===== config.mk =====
export PLATFORM = sky130hd
export DESIGN_NAME = cond_class_decode
export DESIGN_NICKNAME = d
export VERILOG_FILES = /design/src/rtl/ccd_pkg.sv /design/src/rtl/ccd_ctrl.sv /design/src/rtl/ccd_datapath.sv /design/src/rtl/cond_class_decode.sv
export SDC_FILE = /design/constraint.sdc
export NUM_CORES = 1
export LEC_CHECK = 0
export ABC_CLOCK_PERIOD_IN_PS = 1100
export BUFFER_PORTS_ARGS = -buffer_cell sky130_fd_sc_hd__buf_2
export CORE_MARGIN = 1
export CORE_UTILIZATION = 37
export DETAILED_ROUTE_END_ITERATION = 8
export PLACE_DENSITY = 0.81
export SLEW_MARGIN = 0
export SYNTH_ARGS = -nofsm -noshare
export SYNTH_HDL_FRONTEND = slang
export SYNTH_SLANG_ARGS = --single-unit

===== constraint.sdc =====
create_clock -name clk -period 1.1 [get_ports clk]
set_input_delay 0.165 -clock clk [delete_from_list [all_inputs] [get_ports clk]]
set_output_delay 0.165 -clock clk [all_outputs]
set_load 0.02 [all_outputs]

===== src/rtl/ccd_pkg.sv =====
package ccd_pkg;

  localparam int INSTR_W    = 32;
  localparam int FLAG_W     = 4;
  localparam int KEY_W      = 12;
  localparam int CLASS_W    = 4;
  localparam int RULE_COUNT = 14;

  typedef enum logic [CLASS_W-1:0] {
    CLS_TRAP      = 4'd0,
    CLS_CP_REG    = 4'd1,
    CLS_CP_XFER   = 4'd2,
    CLS_BRANCH    = 4'd3,
    CLS_BLOCK     = 4'd4,
    CLS_UNDEF     = 4'd5,
    CLS_SINGLE    = 4'd6,
    CLS_HALF_IMM  = 4'd7,
    CLS_HALF_REG  = 4'd8,
    CLS_BR_XCHG   = 4'd9,
    CLS_SWAP      = 4'd10,
    CLS_MUL_LONG  = 4'd11,
    CLS_MUL       = 4'd12,
    CLS_DATA_PROC = 4'd13,
    CLS_UNKNOWN   = 4'd14
  } instr_class_e;

  typedef struct packed {
    logic load;
    logic exec;
    logic resvErr;
  } ctrl_strobe_t;

  localparam logic [KEY_W-1:0] RULE_MASK [RULE_COUNT] = '{
    12'hF00, 12'hF01, 12'hE00, 12'hE00, 12'hE00, 12'hE01, 12'hC00,
    12'hE49, 12'hE49, 12'hFFF, 12'hFBF, 12'hF8F, 12'hFCF, 12'hC00
  };

  localparam logic [KEY_W-1:0] RULE_PAT [RULE_COUNT] = '{
    12'hF00, 12'hE01, 12'hC00, 12'hA00, 12'h800, 12'h601, 12'h400,
    12'h049, 12'h009, 12'h121, 12'h109, 12'h089, 12'h009, 12'h000
  };

endpackage


===== src/rtl/ccd_ctrl.sv =====
module ccd_ctrl
  import ccd_pkg::*;
(
  input  logic              clk,
  input  logic              rstN,
  input  logic              inValid,
  input  logic [3:0]        cond,
  input  logic [FLAG_W-1:0] flags,
  output ctrl_strobe_t      strobe
);

  logic flagN, flagZ, flagC, flagV;
  logic condPass;
  logic isReserved;

  assign flagN = flags[3];
  assign flagZ = flags[2];
  assign flagC = flags[1];
  assign flagV = flags[0];

  always_comb begin
    condPass   = 1'b0;
    isReserved = 1'b0;
    unique case (cond)
      4'h0: condPass = flagZ;
      4'h1: condPass = !flagZ;
      4'h2: condPass = flagC;
      4'h3: condPass = !flagC;
      4'h4: condPass = flagN;
      4'h5: condPass = !flagN;
      4'h6: condPass = flagV;
      4'h7: condPass = !flagV;
      4'h8: condPass = flagC && !flagZ;
      4'h9: condPass = !flagC || flagZ;
      4'hA: condPass = (flagN == flagV);
      4'hB: condPass = (flagN != flagV);
      4'hC: condPass = !flagZ && (flagN == flagV);
      4'hD: condPass = flagZ || (flagN != flagV);
      4'hE: condPass = 1'b1;
      4'hF: isReserved = 1'b1;
      default: condPass = 1'b0;
    endcase
  end

  assign strobe.load    = inValid;
  assign strobe.exec    = condPass && !isReserved;
  assign strobe.resvErr = isReserved;


  strobe_excl_chk: assert property (@(posedge clk) disable iff (!rstN)
    strobe.resvErr |-> !strobe.exec);

endmodule


===== src/rtl/ccd_datapath.sv =====
module ccd_datapath
  import ccd_pkg::*;
(
  input  logic               clk,
  input  logic               rstN,
  input  logic [INSTR_W-1:0] instr,
  input  ctrl_strobe_t       strobe,
  output logic               outValid,
  output logic               outExec,
  output logic [CLASS_W-1:0] outClass,
  output logic               outResvErr
);

  logic [KEY_W-1:0]      key;
  logic [RULE_COUNT-1:0] ruleHit;
  instr_class_e          pickClass;

  assign key = {instr[27:20], instr[7:4]};

  for (genvar g = 0; g < RULE_COUNT; g++) begin : gen_rule
    assign ruleHit[g] = ((key & RULE_MASK[g]) == RULE_PAT[g]);
  end

  always_comb begin
    pickClass = CLS_UNKNOWN;
    for (int i = RULE_COUNT - 1; i >= 0; i--) begin
      if (ruleHit[i]) pickClass = instr_class_e'(CLASS_W'(i));
    end
  end

  always_ff @(posedge clk or negedge rstN) begin
    if (!rstN) begin
      outValid   <= 1'b0;
      outExec    <= 1'b0;
      outClass   <= '0;
      outResvErr <= 1'b0;
    end else begin
      outValid <= strobe.load;
      if (strobe.load) begin
        outExec    <= strobe.exec;
        outClass   <= pickClass;
        outResvErr <= strobe.resvErr;
      end
    end
  end


  valid_follow_chk: assert property (@(posedge clk) disable iff (!rstN)
    strobe.load |=> outValid);


  idle_follow_chk: assert property (@(posedge clk) disable iff (!rstN)
    !strobe.load |=> !outValid);


  hold_chk: assert property (@(posedge clk) disable iff (!rstN)
    !strobe.load |=> ($stable(outClass) && $stable(outExec) && $stable(outResvErr)));


  resv_no_exec_chk: assert property (@(posedge clk) disable iff (!rstN)
    outResvErr |-> !outExec);


  class_range_chk: assert property (@(posedge clk) disable iff (!rstN)
    outValid |-> (outClass <= 4'd14));

endmodule


===== src/rtl/cond_class_decode.sv =====
module cond_class_decode
  import ccd_pkg::*;
(
  input  logic               clk,
  input  logic               rstN,
  input  logic               inValid,
  input  logic [INSTR_W-1:0] instr,
  input  logic [FLAG_W-1:0]  flags,
  output logic               outValid,
  output logic               outExec,
  output logic [CLASS_W-1:0] outClass,
  output logic               outResvErr
);

  ctrl_strobe_t strobe;

  ccd_ctrl u_ctrl (
    .clk     (clk),
    .rstN    (rstN),
    .inValid (inValid),
    .cond    (instr[31:28]),
    .flags   (flags),
    .strobe  (strobe)
  );

  ccd_datapath u_dp (
    .clk        (clk),
    .rstN       (rstN),
    .instr      (instr),
    .strobe     (strobe),
    .outValid   (outValid),
    .outExec    (outExec),
    .outClass   (outClass),
    .outResvErr (outResvErr)
  );

endmodule


=== Word level (Yosys, flattened, before mapping) ===
Cells that the tools add are included.

* Equal/unequal tests: 30
* Mux-type cells: 16
* Reductions and logical operators: 12

{| class="wikitable"
|+ Operator list
! kind !! count
|-
| two-way mux 4 bit || 13
|-
| == test 4 bit (second input constant) || 9
|-
| == test 4 x 3 -> 1 bit (second input constant) || 5
|-
| case mux 1 bit (15 select lines) || 1
|-
| == test 12 x 9 -> 1 bit (second input constant) || 1
|-
| zero test 12 bit || 1
|-
| == test 11 x 8 -> 1 bit (second input constant) || 1
|-
| == test 10 x 4 -> 1 bit (second input constant) || 1
|-
| == test 3 bit (second input constant) || 3
|-
| == test 9 x 5 -> 1 bit (second input constant) || 1
|-
| == test 4 x 2 -> 1 bit (second input constant) || 2
|-
| == test 6 x 2 -> 1 bit (second input constant) || 1
|-
| == test 6 x 3 -> 1 bit (second input constant) || 1
|-
| == test 5 bit (second input constant) || 1
|-
| zero test 1 bit || 5
|-
| == test 4 x 1 -> 1 bit (second input constant) || 1
|-
| zero test 4 bit || 1
|-
| logical AND 1 bit || 3
|-
| == test 2 x 1 -> 1 bit (second input constant) || 1
|-
| logical OR 1 bit || 2
|-
| two-way mux 2 bit || 1
|-
| == test 1 bit || 1
|-
| two-way mux 1 bit || 1
|-
| != test 1 bit || 1
|}

* Flip-flop bits (word level): 7
* Output and inout bits: 7
* Bits of input ports: 39

=== Logic depth before layout (Yosys ltp) ===
Gate-level depths: netlist of run 1.

* Word-level depth: 15
* Depth in mapped cells: 5
* Mapped depth without buffers: 4

=== Modules after synthesis ===
Synthesis of run 1 repeated with hierarchy kept, for this count alone.

* Cells, all modules: 71
* Area, all modules: 639.4 µm²

{| class="wikitable"
|+ By module, submodules not included
! module !! cells each !! seq. area each (µm²) !! area each (µm²) !! times used
|-
| ccd_datapath || 44 || 175.2 || 430.4 || 1
|-
| ccd_ctrl || 27 || 0.0 || 209.0 || 1
|}

=== Worst setup path before layout of run 1 ===
OpenSTA, ideal clock, no wires.

* Path type: input to register
* Start: input instr[31]
* End: register u_dp.outExec
* Buffers on the path: 1
* Stages on the path: 5
* Arrival: 1.009 ns
* Setup time: 0.127 ns
* Slack: -0.036 ns
* Required time: 0.973 ns
* Cells stage by stage: buf_2 > and3b_1 > a22oi_1 > mux2i_1 > a221o_2

* Word-level cells in the longest chain between the ends: 4
* Elaborated cells on any way between the ends: 20

{| class="wikitable"
|+ Ends and longest elaborated chain
! element !! RTL line !! text
|-
| start, declared || cond_class_decode.sv:7 || <nowiki>input logic [INSTR_W-1:0] instr,</nowiki>
|-
| parallel branches: the longest is 3 deep, another holds case mux 1 bit (15 select lines) || -- ||
|-
| logical AND 1 bit * || ccd_ctrl.sv:46 || <nowiki>assign strobe.exec = condPass && !isReserved;</nowiki>
|-
| end signal, assigned || ccd_datapath.sv:40 || <nowiki>outExec <= strobe.exec;</nowiki>
|-
| end, declared || ccd_datapath.sv:9 || <nowiki>output logic outExec,</nowiki>
|}

Every way passes the cells marked *.
A chain may end at the register's enable or synchronous reset.

=== Worst setup path after layout of run 1 ===
* Start: input instr[28]
* End: register u_dp.outExec

Same word-level chain as after synthesis.

==> run summary, run 1 <==
Sw Ratio: 0.3012
#FFs+latches synth: 7
Inserted Diodes: 0
Via count: 644
Worst hold path class: in2reg
Avg Cell Area, Syn: 8.700 µm²
Worst-path maximum fanout: 4
Drt wl/cell: 11.25 µm
Net Switching: 0.2372 mW
CP endpoint kind: register
Flop pwr share: 0.376
Die width: 40.79 µm
Initial Util: 0.4124
GRT Util Overall: 0.1845
Initial antenna violation count: 0
Final nets: 143
Number of setup violations in the final report: 0
Lkg Pwr: 0.4116 nW
Setup TNS: 0 ns
Post-CTS setup buffers: 0
FF-to-FF Start: u_dp.outExec$_DFFE_PN0P_
Met3 GRT Util: 0.09783
Status: finished, final reports clean
Combinational group share of total power: 0.341
Multi-input gate area in the final layout: 354.1 µm²
Largest net degree at the start of global routing: 10
Pwr dens: 974.4 nW/µm²
Most common cell after layout, fill and taps aside: buf_2
Vias per inst: 5.458
GRT busiest layer: met2
Clock sink total: 7
Yosys cell types: 34
Core box area: 1350 µm²
Slew Viols, Final: 0
Most frequent cells in the layout: buf_2, buf_4, dfrtp_1
Met1 GRT Util: 0.2164
Final Cycle Share: 0.9380
Register area share after synthesis: 0.3146
Syn nets: 103
Worst Path Required: 1.23 ns
Max-cap violations: 0
Share of layout cells above drive strength 1: 0.4272
Post-Syn Area: 556.8 µm²
Synth-to-Final Area Change: 45.17%
H-Tree Level Count: 1
Number of port buffers: 29
Die area: 1664 µm²
Vias in the first global route: 486
Fmax: 969.2 MHz
CTS tree: yes
Gpl congestion: 0.7949
First-pass GRT wire length: 1959 µm
Sequential cell area: 175.2 µm²
Min-delay src: inValid
VDD IR max: 0.8116 mV
Slew @ Worst Pin: 0.4086 ns
Syn. warnings: 0
FP Rows: 13
ANT nets after route: 0
DRC viols: 0
Die height: 40.79 µm
Post-Synthesis Cells: 64
DRT iter0 DRCs: 17
RSZ-0062 raised after global routing: no
CTS max path bufs: 2
Slew HR: 0.7205
Core Util, Final: 0.5987
Clock Skew: 0 ns
# fillers: 125
Final Hold Viols: 0
Crit path launch: instr[28]
Fin crit period: 1.032 ns
Clock latency at the later pin of the worst-skew pair: 0.24 ns
Total Wirelength: 1327 µm
Non-filler instance count after layout: 118
TritonCTS Buffers: 3
GRT overflow: 0
Crit Path Category: in2reg
Clock share of power: 0.283
Placed cells: 113
Met2 Use GR: 0.2891
Clock Tree Root: clkbuf_4
DP Wirelength: 1040 µm
Worst Path Arrival: 1.16 ns
Clk pin slew, worst setup/hold paths: 0.05 ns
Nature of the critical path startpoint: primary input
First-pass DRT Iterations: 4
# IOs: 46
Internal Power: 0.5504 mW
## state kept, by name, indices dropped and copies added, names as in the netlist
| signal | count |
|---|---|
| u_dp.outClass | 4 |
| u_dp.outValid | 1 |
| u_dp.outResvErr | 1 |
| u_dp.outExec | 1 |
## worst max-delay path, cell delays in order
cell	delay, ns
buf_2	0.13
xnor2_1	0.22
xnor2_1	0.16
o221ai_1	0.14
a221o_2	0.34
## cells by family (layout without fill, tap and decap cells)
family,count (synthesis),count (layout),share of synthesized area
multiplexers,3,3,0.05618
flip-flops,7,7,0.3146
buffers and inverters,8,47,0.05841
AO/OA/AOI/OAI,20,20,0.2697
AND/OR/NAND/NOR,22,22,0.2382
XOR/XNOR,4,4,0.06291
## power by group through the flow
| stage | logic, mW | registers, mW | clock network (mW) |
|---|---|---|---|
| floorplan | 0.111 | 0.333 | 0 |
| global placement | 0.257 | 0.299 | 0 |
| detailed placement | 0.264 | 0.300 | 0 |
| CTS | 0.268 | 0.296 | 0.237 |
| global route | 0.294 | 0.300 | 0.254 |
| finish | 0.268 | 0.296 | 0.223 |
## synth_stat cells, drive strengths merged
library cell  number  area (µm²)
nor3               2       10.01
a21oi              1       5.000
o211ai             1       7.510
nand2b             1       6.260
a22oi              1       7.510
mux2               1       11.26
dfrtp              7       175.2
nand2              5       18.77
a311oi             1       8.760
and4bb             1       12.51
a21o               3       22.52
a31oi              3       18.77
nor4bb             1       10.01
nor2               5       18.77
a221o              1       11.26
a2111oi            1       8.760
buf                1       5.000
o21ai              2       10.01
nand4b             2       17.52
o32ai              1       8.760
and3b              1       8.760
nand4bb            1       11.26
nor2b              2       12.51
clkbuf             2       8.750
nor4               1       6.260
o31a               1       8.760
a21boi             1       7.510
o22a               1       8.760
o221ai             1       8.760
xnor2              4       35.03
mux2i              2       20.02
inv                5       18.77
o21bai             1       7.510
## through the flow
step / hold slack, ns / power [mW] / setup WS (ns) / cell area (µm²)
finish: 0.1475 / 0.7876 / 0.06819 / 808.3
CTS: 0.1319 / 0.8020 / 0.06914 / 808.3
floorplan: -0.1306 / 0.4441 / 0.003910 / 564.3
global route: 0.1270 / 0.8477 / 0.02560 / 808.3
global placement: 0.0007343 / 0.5562 / -0.1514 / 772.0
detailed placement: 0.006351 / 0.5645 / -0.1805 / 772.0
## timing repair
item	CTS	global route
setup endpoints to repair	0	0
hold buffers	1	0
endpoints found under the hold margin	7	0
gates resized for setup	0	0
## per-layer routing
layer | wire length [µm] | vias to the layer above
met5 | 0 | -
met4 | 0 | 0
met3 | 99 | 0
met2 | 606 | 26
met1 | 620 | 298
li1 | - | 320
## cell type report
cell class | count | area share
clock buffers | 4 | 0.03251
repair buffers | 38 | 0.2663
multi-input cells | 49 | 0.4381
flip-flops and latches | 7 | 0.2167
well taps | 15 | 0.02322
inverters | 5 | 0.02322
## worst paths after layout
check / end / slack, ns / depth (start not counted)
max in group asynchronous: u_dp.outClass[3]$_DFFE_PN0P_ / 0.66 / 2
hold reg to reg: u_dp.outClass[0]$_DFFE_PN0P_ / 0.47 / 1
min in group asynchronous: u_dp.outValid$_DFF_PN0_ / 0.29 / 2
hold / removal: u_dp.outValid$_DFF_PN0_ / 0.15 / 1
setup reg to reg: u_dp.outExec$_DFFE_PN0P_ / 0.23 / 1
setup / recovery: u_dp.outExec$_DFFE_PN0P_ / 0.07 / 5
No activity file was read; power rests on OpenSTA's default activity.
==> run 2, diff against run 1 <==
--- a/config.mk
+++ b/config.mk
@@ -5,12 +5,12 @@
 export SDC_FILE = /design/constraint.sdc
 export NUM_CORES = 1
 export LEC_CHECK = 0
-export ABC_CLOCK_PERIOD_IN_PS = 1100
+export ABC_CLOCK_PERIOD_IN_PS = 1300
 export BUFFER_PORTS_ARGS = -buffer_cell sky130_fd_sc_hd__buf_2
 export CORE_MARGIN = 1
-export CORE_UTILIZATION = 37
+export CORE_UTILIZATION = 40
 export DETAILED_ROUTE_END_ITERATION = 8
-export PLACE_DENSITY = 0.81
+export PLACE_DENSITY = 0.87
 export SLEW_MARGIN = 0
 export SYNTH_ARGS = -nofsm -noshare
 export SYNTH_HDL_FRONTEND = slang
==> constraint.sdc (replaced) <==
create_clock -name clk -period 1.3 [get_ports clk]
set_input_delay 0.195 -clock clk [delete_from_list [all_inputs] [get_ports clk]]
set_output_delay 0.195 -clock clk [all_outputs]
set_load 0.02 [all_outputs]
==> run 2 against run 1 <==
Against the previous run: critical path type unchanged; hold slack better by 0.030 ns; flip-flop and latch count unchanged; register-to-register slack better by 0.19 ns; via count down 2.0%; largest power group unchanged; critical endpoint unchanged; combinational power down 20%.
==> run summary, run 2 (synthesis results as in run 1) <==
Status: finished, final reports clean
Worst Path Arrival: 1.24 ns (+0.08 ns)
Number of setup violations in the final report: 0 (unchanged)
Largest net degree at the start of global routing: 10 (unchanged)
Clock latency at the later pin of the worst-skew pair: 0.24 ns (about the same)
Max-cap violations: 0 (unchanged)
ANT nets after route: 0 (unchanged)
Most frequent cells in the layout: buf_2, dfrtp_1, inv_1, nor2_1, nand2_1
Final nets: 137 (-4.2%)
DP Wirelength: 1062 µm (+2.1%)
Share of layout cells above drive strength 1: 0.3814 (-0.04574)
GRT overflow: 0 (unchanged)
Fmax: 896.6 MHz
Crit Path Category: in2reg
Register-to-Register Path Depth: 1 (unchanged)
Nature of the critical path startpoint: primary input
Die height: 39.31 µm (-3.6%)
Resized cells post-CTS: 0 (unchanged)
Worst hold path class: in2reg
H-Tree Level Count: 1 (unchanged)
FP Rows: 13 (unchanged)
Clk pin slew, worst setup/hold paths: 0.05 ns (about the same)
Internal Power: 0.4543 mW (-17%)
Crit-path most repeated cell: xnor2_1
Clock Skew: 0 ns (unchanged)
Fin crit period: 1.115 ns
Clock sink total: 7 (unchanged)
CP endpoint: u_dp.outExec$_DFFE_PN0P_
Lkg Pwr: 0.3818 nW (-7.2%)
Slew HR: 0.7511 (+0.03061)
Clock Tree Root: clkbuf_4
Initial Util: 0.4279 (+0.01547)
Number of port buffers: 29 (unchanged)
FF-to-FF Start: u_dp.outExec$_DFFE_PN0P_
Flop pwr share: 0.384 (+0.008)
CTS max path bufs: 2 (unchanged)
Die area: 1545 µm² (-7.1%)
Placed inst area: 721.9 µm² (-6.5%)
CTS tree: yes
Crit path launch: instr[28]
Core Util, Final: 0.5827 (-0.01601)
Vias in the first global route: 515 (+6.0%)
First-pass GRT wire length: 2035 µm (+3.9%)
Reg2reg setup slack: 0.42 ns (+0.19 ns)
VDD IR max: 0.6260 mV (-23%)
Post-CTS setup buffers: 0 (unchanged)
Final Hold Viols: 0 (unchanged)
Slew @ Worst Pin: 0.3639 ns (-0.04476 ns)
Via count: 631 (-2.0%)
Worst path cell trace: buf_2 -> xnor2_1 -> xnor2_1 -> o221ai_1 -> a221o_2
Most flop-heavy register: u_dp.outClass
# IOs: 46 (unchanged)
Combinational group share of total power: 0.331 (-0.010)
Total Wirelength: 1346 µm (+1.4%)
CP endpoint kind: register
First-pass DRT Iterations: 4 (unchanged)
Vias per inst: 5.634 (+3.2%)
TritonCTS Buffers: 3 (unchanged)
DRT iter0 DRCs: 11 (-6)
Inserted Diodes: 0 (unchanged)
Drt wl/cell: 12.02 µm (+6.9%)
Core box area: 1301 µm² (-3.6%)
CP peak stage delay: 0.35 ns (about the same)
Sw Ratio: 0.3015 (+0.0003317)
Reg2reg end: u_dp.outExec$_DFFE_PN0P_
Slew Viols, Final: 0 (unchanged)
Pwr dens: 857.8 nW/µm² (-12%)
GRT Util Overall: 0.1897 (+0.005199)
Design Area, Final: 758.2 µm² (-6.2%)
DRC viols: 0 (unchanged)
Worst path slowest cell: a221o_2
Clock share of power: 0.285 (+0.002)
Largest register FFs: 4 (unchanged)
Worst-path maximum fanout: 4 (unchanged)
Worst Path Required: 1.42 ns (+0.19 ns)
Most common cell after layout, fill and taps aside: buf_2
Net Switching: 0.1961 mW (-17%)
Hold_buf cts: 1 (unchanged)
Gpl congestion: 0.8239 (+3.6%)
Die width: 39.31 µm (-3.6%)
Initial antenna violation count: 0 (unchanged)
Final Cycle Share: 0.8579
Synth-to-Final Area Change: 36.18%
RSZ-0062 raised after global routing: no
run 2: how the worst min path moves through the flow:
stage                     slack [ns]    start                           end  cells after the start
after floorplan                -0.10     rstN  u_dp.outClass[0]$_DFFE_PN0P_                      0
after global placement          0.03     rstN  u_dp.outClass[1]$_DFFE_PN0P_                      1
final                           0.18  inValid       u_dp.outValid$_DFF_PN0_                      1
after detailed placement        0.03     rstN  u_dp.outClass[2]$_DFFE_PN0P_                      1
after global routing            0.17  inValid       u_dp.outValid$_DFF_PN0_                      1
after CTS                       0.16  inValid       u_dp.outValid$_DFF_PN0_                      1
run 2: routing by layer:
layer | vias up | routed length [µm] | global-route usage
li1 | 311 | - | -
met1 | 285 | 614 | 0.2491
met2 | 33 | 631 | 0.3083
met3 | 2 | 84 | 0.01136
met4 | 0 | 16 | 0.1034
met5 | - | 0 | 0
run 2: critical path, delay by kind of cell:
family | cells | cell delay [ns]
buffers and inverters | 1 | 0.13
XOR/XNOR | 2 | 0.41
AO/OA/AOI/OAI | 2 | 0.49
run 2: metrics by stage:
step / std cells / power (mW) / hold WS, ns / worst slack [ns] / TNS, ns
3_3_place_gp: 107 / 0.4568 / 0.02577 / 0.01158 / 0
5_1_grt: 112 / 0.6858 / 0.1733 / 0.1034 / 0
6_report: 112 / 0.6504 / 0.1778 / 0.1847 / 0
2_1_floorplan: 64 / 0.3727 / -0.1006 / 0.1340 / 0
4_1_cts: 112 / 0.6582 / 0.1630 / 0.1944 / 0
3_5_place_dp: 107 / 0.4637 / 0.03000 / -0.05574 / -0.05574
run 2: power by group through the flow:
| stage | combinational, mW | sequential (mW) | clock, mW |
|---|---|---|---|
| floorplan | 0.0912 | 0.282 | 0 |
| global placement | 0.204 | 0.253 | 0 |
| detailed placement | 0.211 | 0.253 | 0 |
| CTS | 0.214 | 0.250 | 0.194 |
| global route | 0.234 | 0.252 | 0.200 |
| finish | 0.215 | 0.250 | 0.185 |
run 2: area by class of cell:
cell class	instances	area, µm²
flip-flops and latches	7	175.2
fillers	131	543.0
repair buffers	32	170.2
well taps	15	18.77
multi-input cells	49	349.1
clock buffers	4	26.28
inverters	5	18.77
==> run 3, diff against run 2 <==
--- a/config.mk
+++ b/config.mk
@@ -5,12 +5,13 @@
 export SDC_FILE = /design/constraint.sdc
 export NUM_CORES = 1
 export LEC_CHECK = 0
+export ABC_AREA = 1
 export ABC_CLOCK_PERIOD_IN_PS = 1300
 export BUFFER_PORTS_ARGS = -buffer_cell sky130_fd_sc_hd__buf_2
 export CORE_MARGIN = 1
-export CORE_UTILIZATION = 40
+export CORE_UTILIZATION = 43
 export DETAILED_ROUTE_END_ITERATION = 8
-export PLACE_DENSITY = 0.87
+export PLACE_DENSITY_LB_ADDON = 0.2
 export SLEW_MARGIN = 0
 export SYNTH_ARGS = -nofsm -noshare
 export SYNTH_HDL_FRONTEND = slang
==> run 3 against run 2 <==
Against the previous run: die area is 13% higher; power increased by 5.3%; combinational power grew 11%; register-to-register slack improved by 0.25 ns; sequential power hardly changed; critical endpoint is now outClass[1]; highest routed layer is now met3.
==> run summary, run 3 <==
Status: finished, final reports clean
Post-Syn Area: 680.7 µm² (+22%)
Share of layout cells above drive strength 1: 0.2452 (-0.1363)
Count leader, synth: nand2_1
Post-synth top area cell: dfrtp_1
Most common cell after layout, fill and taps aside: nand2_1
Lkg Pwr: 0.5220 nW (+37%)
Register-to-Register Path Depth: 2 (+1)
Syn nets: 160 (+55%)
Most frequent cells in the layout: nand2_1, buf_2, nor2_1, inv_1, nand3_1
FP Rows: 13 (unchanged)
Post-Synthesis Cells: 121 (+89%)
Die height: 41.79 µm (+6.3%)
Final Cycle Share: 0.7639 (-0.09399)
Stages on worst setup path: 1 (-4)
CP endpoint kind: primary output
Nature of the critical path startpoint: register
Most used flip-flop cell after synthesis: dfrtp_1
Initial antenna violation count: 0 (unchanged)
Total Power: 0.6851 mW (+5.3%)
Post-synth ARST share: 1.000 (unchanged)
VDD IR max: 0.3944 mV (-37%)
Total Wirelength: 1694 µm (+26%)
Most flop-heavy register: u_dp.outClass
CP peak stage delay: 0.39 ns (+0.04 ns)
Post-synth top cells: nand2_1, inv_1, nor2_1
Slew HR: 0.8375 (+0.08639)
Simple-gate share of the synthesized area: 0.5331 (+0.2949)
Slew @ Worst Pin: 0.2412 ns (-0.1227 ns)
Vias in the first global route: 726 (+41%)
Post-Synth XOR/XNOR Area: 0 (-0.06292)
# fillers: 150 (+15%)
Initial Util: 0.4923 (+0.06442)
GRT Util Overall: 0.2056 (+0.01589)
Fmax: 1007 MHz (+12%)
First-pass GRT wire length: 2870 µm (+41%)
Worst path slowest cell: dfrtp_1
Post-Synth Adder-Cell Area: 0 (unchanged)
H-Tree Level Count: 1 (unchanged)
Worst-path maximum fanout: 2 (-2)
Clk pin slew, worst setup/hold paths: 0.05 ns (about the same)
Design Area, Final: 880.8 µm² (+16%)
Largest register FFs: 4 (unchanged)
Yosys cell types: 18 (-47%)
Syn. warnings: 0 (unchanged)
Fin crit period: 0.9931 ns (-0.1222 ns)
Number of setup violations in the final report: 0 (unchanged)
Gpl congestion: 0.8483 (+3.0%)
Synth-to-Final Area Change: 29.41%
Clock Tree Root: clkbuf_4
Hold_buf cts: 1 (unchanged)
Max-cap violations: 0 (unchanged)
Main combinational cell family by area after synthesis: simple AND/OR/NAND/NOR gates
Worst hold path class: in2reg
Crit Path Category: reg2out
GRT overflow: 0 (unchanged)
Via count: 853 (+35%)
Avg Cell Area, Syn: 5.625 µm² (-35%)
Slew Viols, Final: 0 (unchanged)
Clock Skew: 0 ns (unchanged)
CTS tree: yes
Area contributors post-synth: dfrtp_1, nand2_1, nand3_1
Final nets: 195 (+42%)
Number of port buffers: 29 (unchanged)
Worst Path Arrival: 0.80 ns (-0.44 ns)
Clock latency at the later pin of the worst-skew pair: 0.25 ns (about the same)
Hold Path Stages: 1 (unchanged)
RSZ-0062 raised after global routing: no
DP Wirelength: 1319 µm (+24%)
Final Hold Viols: 0 (unchanged)
Setup TNS: 0 ns (unchanged)
Worst Path Required: 1.11 ns (-0.31 ns)
CP Buf/Inv Count: 1 (unchanged)
Resized cells post-CTS: 0 (unchanged)
#FFs+latches synth: 7 (unchanged)
Register area share after synthesis: 0.2574 (-0.05725)
Crit-path leading delay family: flip-flops
Worst path cell trace: buf_2
TritonCTS Buffers: 3 (unchanged)
Proportion of synthesized area in mux cells: 0 (-0.05618)
Top-area cell type share of the netlist area: 0.2574 (-0.05725)
# IOs: 46 (unchanged)
Die area: 1746 µm² (+13%)
DRC viols: 0 (unchanged)
Clock sink total: 7 (unchanged)
Placed inst area: 844.6 µm² (+17%)
Post-CTS setup buffers: 0 (unchanged)
Drt wl/cell: 9.965 µm (-17%)
Post-synth EDFFs: 0 (unchanged)
Pwr dens: 777.8 nW/µm² (-9.3%)
Inserted Diodes: 0 (unchanged)
CTS max path bufs: 2 (unchanged)
Post-synthesis compound-gate area fraction: 0.09926 (-0.1704)
ANT nets after route: 0 (unchanged)
First-pass DRT Iterations: 4 (unchanged)
Vias per inst: 5.018 (-11%)
Core box area: 1383 µm² (+6.3%)
Die width: 41.79 µm (+6.3%)
DRT iter0 DRCs: 31 (+20)
Largest net degree at the start of global routing: 9 (-1)
-- run 3: changes by cell type after synthesis, sizes merged, moves of 3 or more --
cell / delta
nand2: +37
inv: +15
nand3: +13
nor2: +13
o21ai: +6
xnor2: -4
a21o: -3
a31oi: -3
nand4: +3
-- run 3: layer usage --
layer	GRT usage	up-vias	wire length, µm	share of wire
li1	-	456	-	-
met1	0.2665	365	788	0.47
met2	0.3531	32	835	0.49
met3	0.02609	0	69	0.041
met4	0.05806	0	0	0
met5	0	-	0	0
-- run 3: report_power, final --
group	total, mW	switching, mW	internal, mW
sequential	0.251	0.0101	0.240
combinational	0.238	0.150	0.0884
clock	0.196	0.0794	0.117
-- run 3: cells by family (layout without fill, tap and decap cells) --
family | count (synthesis) | count (layout)
simple gates | 82 | 82
buf+inv | 20 | 54
compound gates | 12 | 12
flops | 7 | 7
-- run 3: final cells by class --
cell class	count	area [µm²]	share of cell area
sequential	7	175.2	0.1989
multi-input combinational	94	430.4	0.4886
tap	15	18.77	0.02131
timing repair buffer	30	155.1	0.1761
clock buffer	4	26.28	0.02983
inverter	20	75.07	0.08523
-- run 3: final timing paths --
path / from / to / slack (ns)
max: u_dp.outClass[1]$_DFFE_PN0P_ / outClass[1] / 0.31
min: inValid / u_dp.outValid$_DFF_PN0_ / 0.11
max reg2reg: u_dp.outClass[1]$_DFFE_PN0P_ / u_dp.outClass[1]$_DFFE_PN0P_ / 0.67
min reg2reg: u_dp.outClass[0]$_DFFE_PN0P_ / u_dp.outClass[0]$_DFFE_PN0P_ / 0.47
max in group asynchronous: rstN / u_dp.outClass[3]$_DFFE_PN0P_ / 0.83
min in group asynchronous: rstN / u_dp.outExec$_DFFE_PN0P_ / 0.32
-- run 3: stage by stage --
stage / cells / utilization / hold slack [ns] / worst slack (ns)
after detailed placement: 165 / 0.6109 / 0.03443 / 0.1055
final: 170 / 0.6371 / 0.1091 / 0.3069
after CTS: 170 / 0.6371 / 0.09787 / 0.3054
after global routing: 170 / 0.6371 / 0.1035 / 0.2707
after floorplan: 121 / - / -0.1006 / 0.3597
after global placement: 165 / 0.6109 / 0.03174 / 0.1224
-- run 3: worst reg2reg max path, delay by kind of cell, from the launching register on --
kind	cells	cell delay (ns)
DFF	1	0.39
and+or+nand+nor	2	0.13
